### config.mk
export PLATFORM = sky130hd
export DESIGN_NAME = srcaddr_classifier
export DESIGN_NICKNAME = d
export VERILOG_FILES = /design/src/rtl/srcaddr_classifier.sv
export SDC_FILE = /design/constraint.sdc
export NUM_CORES = 2
export LEC_CHECK = 0
export BUFFER_PORTS_ARGS = -buffer_cell sky130_fd_sc_hd__buf_2
export CAP_MARGIN = 40
export CORE_ASPECT_RATIO = 2
export CORE_MARGIN = 2
export CORE_UTILIZATION = 55
export CTS_CLUSTER_DIAMETER = 40
export CTS_CLUSTER_SIZE = 20
export DETAILED_ROUTE_END_ITERATION = 7
export PLACE_DENSITY = 0.79
export SLEW_MARGIN = 20
export SYNTH_ARGS = -nofsm -noshare
export SYNTH_HDL_FRONTEND = slang
export SYNTH_SLANG_ARGS = --single-unit
### constraint.sdc
create_clock -name clk -period 4.5 [get_ports clk]
set_input_delay 0.675 -clock clk [delete_from_list [all_inputs] [get_ports clk]]
set_output_delay 0.675 -clock clk [all_outputs]
set_load 0.03 [all_outputs]
### src/rtl/srcaddr_classifier.sv
module srcaddr_classifier #(
  parameter int ENTRIES   = 16,
  parameter int AW        = 32,
  parameter int CW        = 2,
  parameter int DEF_CLASS = 0
) (
  input  logic                         clk,
  input  logic                         rst_n,
  input  logic                         ent_we,
  input  logic                         cls_we,
  input  logic [$clog2(ENTRIES)-1:0]   wr_idx,
  input  logic [AW-1:0]                wr_addr,
  input  logic [AW-1:0]                wr_care,
  input  logic                         wr_live,
  input  logic [CW-1:0]                wr_class,
  input  logic                         lk_valid,
  input  logic [AW-1:0]                lk_addr,
  output logic                         res_valid,
  output logic                         res_hit,
  output logic [$clog2(ENTRIES)-1:0]   res_idx,
  output logic [CW-1:0]                res_class
);
  localparam int IW = $clog2(ENTRIES);

  logic [AW-1:0] ent_val  [ENTRIES];
  logic [AW-1:0] ent_care [ENTRIES];
  logic [ENTRIES-1:0] ent_live;
  logic [CW-1:0] cls_ram  [ENTRIES];

  logic [ENTRIES-1:0] hv;
  logic               m_hit;
  logic [IW-1:0]      m_idx;

  logic               s1_v, s1_hit;
  logic [IW-1:0]      s1_idx;

  always_ff @(posedge clk) begin
    if (!rst_n) begin
      ent_live <= '0;
      for (int i = 0; i < ENTRIES; i++) begin
        ent_val[i]  <= '0;
        ent_care[i] <= '0;
        cls_ram[i]  <= CW'(DEF_CLASS);
      end
    end else begin
      if (ent_we) begin
        ent_val[wr_idx]  <= wr_addr;
        ent_care[wr_idx] <= wr_care;
        ent_live[wr_idx] <= wr_live;
      end
      if (cls_we) cls_ram[wr_idx] <= wr_class;
    end
  end

  for (genvar g = 0; g < ENTRIES; g++) begin : g_cmp
    assign hv[g] = ent_live[g] && (((lk_addr ^ ent_val[g]) & ent_care[g]) == '0);
  end

  always_comb begin
    m_hit = 1'b0;
    m_idx = '0;
    for (int i = ENTRIES - 1; i >= 0; i--) begin
      if (hv[i]) begin
        m_hit = 1'b1;
        m_idx = IW'(i);
      end
    end
  end

  always_ff @(posedge clk) begin
    if (!rst_n) begin
      s1_v   <= 1'b0;
      s1_hit <= 1'b0;
      s1_idx <= '0;
    end else begin
      s1_v   <= lk_valid;
      s1_hit <= lk_valid && m_hit;
      s1_idx <= m_idx;
    end
  end

  always_ff @(posedge clk) begin
    if (!rst_n) begin
      res_valid <= 1'b0;
      res_hit   <= 1'b0;
      res_idx   <= '0;
      res_class <= CW'(DEF_CLASS);
    end else begin
      res_valid <= s1_v;
      res_hit   <= s1_v && s1_hit;
      if (s1_v) begin
        res_idx   <= s1_hit ? s1_idx : '0;
        res_class <= s1_hit ? cls_ram[s1_idx] : CW'(DEF_CLASS);
      end
    end
  end
endmodule

[Word-level counts from Yosys, hierarchy flattened]
Memories as Yosys holds them, arrays and structs flattened.
Index checks and enable logic that the tools add are counted.
Storage, ports and cells
  memories kept: 3
  input port bits: 108
  flip-flop bits (word level): 30
  logic and storage cells: 143
  output and inout bits: 8
  RAM bits: 1056
Operators by class
  multiplexer cells: 52
  reduce and logical (&&, ||, !) cells: 42
  bitwise operators: 33
  $lt $le $gt $ge: 2
Memories
  ent_care: words 16, width 32, rd ports 16, clocked after memory_dff 0, wr ports 16, RTL line 26  | logic [AW-1:0] ent_care [ENTRIES];
  ent_val: words 16, width 32, rd ports 16, clocked after memory_dff 0, wr ports 16, RTL line 25  | logic [AW-1:0] ent_val [ENTRIES];
  cls_ram: words 16, width 2, rd ports 1, clocked after memory_dff 0, wr ports 16, RTL line 28  | logic [CW-1:0] cls_ram [ENTRIES];
Operator list (number)
  bitwise AND 32 bit: 16
  zero test 32 bit: 16
  bitwise XOR 32 bit: 16
  two-way mux 32 bit: 2
  OR reduction 32 bit: 2
  two-way mux 4 bit: 12
  two-way mux 1 bit: 28
  logical AND 1 bit: 19
  bitwise mux 16 bit: 1
  two-way mux 3 bit: 4
  OR reduction 9 bit: 1
  two-way mux 2 bit: 4
  < comparator 4 x 5 -> 1 bit, second input constant: 1
  OR reduction 5 bit: 1
  demux 1 bit (select 4 bit): 1
  greater-or-equal comparator 4 x 1 -> 1 bit, second input constant: 1
  OR reduction 2 bit: 2
  OR reduction 3 bit: 1
  NOT 1 bit: 1

[Depth between registers and ports, before layout]
An unclocked memory read counts as a cell.
  word-level depth: 22
  mapped depth: 12
  mapped depth without buffers: 10

[Worst setup path before layout]
OpenSTA, ideal clock, no wires.
  path kind: input-to-reg
  start point: input wr_idx[0]
  end point: memory ent_care[2][0] (enable)
  buffers on the path: 2
  setup time: 423 ps
  data required time: 4077 ps
  cell stages on the path: 6
  data arrival time: 2906 ps
  slack: 1170 ps
  cells stage by stage: clkbuf_1 > nand2b_1 > clkbuf_1 > nor3_1 > nand2_1 > nand2_1
RTL lines
  start: declaration: RTL line 11  | input logic [$clog2(ENTRIES)-1:0] wr_idx,
  end: declaration: RTL line 26

[Worst setup path after layout]
  start point: input lk_addr[24]
  end point: register s1_idx[0]
Between the ends
  word-level cells in the longest chain between the ends: 19
  elaborated cells between the ends (all ways): 80
  those cells by class: 15 x mux; 32 x bitwise; 33 x reduce/logical
Ends and longest elaborated chain
  start: declaration: RTL line 17  | input logic [AW-1:0] lk_addr,
  bitwise XOR 32 bit: RTL line 56  | assign hv[g] = ent_live[g] && (((lk_addr ^ ent_val[g]) & ent_care[g]) == '0);
  bitwise AND 32 bit: RTL line 56
  zero test 32 bit: RTL line 56
  logical AND 1 bit: RTL line 56
  two-way mux 4 bit (8 in a row): RTL line 63  | if (hv[i]) begin
  two-way mux 3 bit (4 in a row): RTL line 63
  two-way mux 2 bit (2 in a row): RTL line 63
  two-way mux 1 bit: RTL line 63
  end signal: assignment: RTL line 78  | s1_idx <= m_idx;
  end: declaration: RTL line 35  | logic [IW-1:0] s1_idx;
Parallel ways exist; a longest one is shown, timed or not.
A chain may end at the register's enable or synchronous reset.

==> impl_metrics.csv <==
group,metric,value,unit
logic_synthesis,async_reset_ff_frac,0,
floorplan,start_util,0.554,
global_routing,antenna_found_initial,24,
sta,finalWorstSetupSlack,1.40,ns
sta,period_needed,3.10,ns
pwr,power,20700,uW
sta,max_slew_margin,0.338,
clock_tree,cts_buffers,75,
placement,dp.cells,4547,
clock_tree,cts_max_level,3,
floorplan,die_w,213,um
global_routing,grt_remaining_overflow,0,
sta,fin_skew,0.0284,ns
layout,drive_above_1_share,0.104,
pwr,power_frac_seq,0.573,
routing,drt_iter0_markers,4467,
clock_tree,root_buffer,"clkbuf_16",
placement,hpwl,99900,um
status,status,"finished clean",
routing,first_pass_iters,7,
sta,hold_viol_final,0,
worst_setup_path,path_cells,"buf_2, buf_4, xor2_1, a22o_1, a221oi_1, nand3_1, nor3_1, nand4_1, a21bo_1, a21bo_1, a21oi_1, o31ai_2",
placement,place_ws,0.788,ns
layout,fillers,6496,
pwr,clockPowerShare,0.332,
worst_setup_path,path_class,"in -> reg",
pwr,netSwitchingFraction,0.252,
routing,routedWlPerCell,32.9,um
clock_tree,postCtsSetupRepairBufs,0,
pwr,combPwrFrac,0.094,
logic_synthesis,synth_seq_cells,1086,
global_routing,grt_max_degree,66,
min_path,hold_class,"in -> reg",
sta,tightestPinTransition,0.993,ns
floorplan,dieArea,0.0901,sq mm
layout,synthToLayoutAreaGrowth,9.26,%
sta,fin_setup_tns,0,ns
logic_synthesis,syn_nets,3556,
logic_synthesis,yosys.cell_types.count,41,
worst_setup_path,crit_path_end_kind,"flip-flop",
clock_tree,tritoncts,"yes",
sta,slew_violations,0,
routing,drc,0,
pwr,ir_worst_vdd,0.000302,V
placement,gp_congestion,0.911,
global_routing,grt_use_total,0.346,
worst_setup_path,cp.required,5.09,ns
layout,nets,3571,
logic_synthesis,synth-edff-count,1056,
layout,layout.cells.non_filler,4677,
pwr,p_per_area,394,mW/mm^2
clock_tree,clk-insertion-delay-late,0.67,ns
logic_synthesis,synth.cell_area,0.0482,sq mm
worst_setup_path,critPathSlowestCell,"a221oi_1",
sta,setup-violations-final,0,
worst_setup_path,worstPathArrival,3.68,ns
worst_setup_path,startpoint_type,"primary input",
global_routing,grt_pass1_wl,212000,um
clock_tree,cts.sinks,1086,
logic_synthesis,yosys_warnings,0,
pwr,cellLeakagePower,0.0192,uW
routing,vias,29500,
worst_setup_path,cpPeakStageDelay,0.39,ns
placement,port-buffer-count,115,
floorplan,rows,153,
pwr,intPower,15500,uW
worst_setup_path,crit_top_cell,"a21bo_1",
clock_tree,path_clk_slew,0.08,ns
floorplan,ios,116,
logic_synthesis,synth_flop_cell,"edfxtp_1",
clock_tree,postCtsResizedCells,0,
floorplan,core,0.0869,sq mm
sta,holdWs,0.478,ns
routing,wl,154000,um
logic_synthesis,avgSynthCellArea,14.0,sq um
worst_setup_path,cp_max_fo,9,
logic_synthesis,ys_seq_area_frac,0.671,
routing,avgViaCountPerCell,6.31,
logic_synthesis,synth_cells,3448,
flow_run,drv_cap,0,
sta,finalCritPeriodShare,0.688,
routing,ant_nets,0,
sta,rsz0062_at_grt,"no",
floorplan,die_y,422,um
pwr,switching_power,5230,uW
clock_tree,clock_path_buffers,3,
sta,max_freq,323,MHz
global_routing,first_global_vias,29200,
clock_tree,hold_buffers,0,
[cell usage after synthesis, types with 4 or more instances]
library cell	count	area (sq um)
edfxtp_1	1056	31700
and2_1	1029	6440
xor2_1	512	4480
clkbuf_1	213	800
a22oi_1	134	1010
nand2_1	92	345
buf_2	50	250
nand4_1	49	307
a22o_1	45	394
a221oi_1	44	385
and3_1	35	219
dfxtp_1	30	601
nor3_1	29	145
nand3_1	26	130
a222oi_1	16	160
a32o_1	16	160
nor2_1	11	41.3
mux4_2	8	180
nand2b_1	8	50.1
nor4_1	7	43.8
a21boi_0	4	30.0
[sequential cells by signal, indices dropped and copies added (netlist names)]
register   flops
s1_v           1
res_valid      1
ent_live      16
cls_ram       32
ent_val      512
res_idx        4
s1_hit         1
ent_care     512
res_class      2
res_hit        1
s1_idx         4
[metrics by stage]
step,utilization,instance area (sq um)
3_5_place_dp,0.578,50300
6_report,0.605,52600
2_1_floorplan,-,48200
5_1_grt,0.605,52600
3_3_place_gp,0.574,49900
4_1_cts,0.605,52600
[worst max-delay path: cells and delay by family]
kind | cells | cell delay, ns
AOI/OAI and AO/OA | 6 | 1.35
and+or+nand+nor | 3 | 0.82
buffers and inverters | 2 | 0.70
xor gates and xnor gates | 1 | 0.11
[power groups by stage]
| stage | clock (uW) | combinational (uW) | sequential (uW) |
|---|---|---|---|
| final | 6890 | 1960 | 11900 |
| after CTS | 6890 | 1900 | 11900 |
| after global routing | 7210 | 1980 | 11900 |
| after detailed placement | 0 | 1900 | 12100 |
| after global placement | 0 | 1840 | 12100 |
| after floorplan | 0 | 926 | 12100 |
[area by class of cell]
class	instances	area (sq um)	area share
inverter	3	11.3	0.000214
sequential	1086	32300	0.614
multi-input combinational	2090	14900	0.284
timing repair buffer	207	1560	0.0297
tap	1162	1450	0.0276
clock buffer	81	1930	0.0367
antenna	14	35.0	0.000666
clock inverter	34	370	0.00704
[placed cells by master, fill, tap and decap left out, types with 14 or more instances in the layout]
cell type  instances
a221oi_1          44
a222oi_1          16
a22o_1            45
a22oi_1          134
a32o_1            16
and2_1          1029
and3_1            34
buf_2            116
buf_4             73
clkbuf_16         76
dfxtp_1           30
diode_2           14
edfxtp_1        1056
nand2_1           76
nand2_4           16
nand3_1           26
nand4_1           49
nor3_1            20
xor2_1           512
[final timing paths]
check                        from    endpoint  slack, ns  cells past startpoint
setup / recovery      lk_addr[24]   s1_idx[0]       1.40                     12
hold / removal           lk_valid        s1_v       0.48                      2
hold reg to reg        res_idx[3]  res_idx[3]       0.49                      2
setup reg to reg  ent_val[10][11]   s1_idx[0]       1.63                      8
[kinds of logic (layout without fill, tap and decap cells)]
family / after synthesis / after routing / share of synthesized area
buffers and inverters: 272 / 325 / 0.0230
flip-flops: 1086 / 1086 / 0.671
multiplexers: 12 / 12 / 0.00462
other: 0 / 14 / 0
AO/OA/AOI/OAI: 273 / 273 / 0.0467
AND/OR/NAND/NOR: 1293 / 1293 / 0.162
XOR/XNOR: 512 / 512 / 0.0931
[per-layer routing]
layer	part of all wire	GRT usage	vias to the layer above	wire (um)
met4	0.11	0.313	10	16400
li1	-	-	12100	-
met1	0.30	0.394	14800	46300
met5	0.00045	0	-	69
met2	0.49	0.559	2047	74800
met3	0.11	0.0530	544	16400
Note: power is estimated with default switching activity, not from simulation.
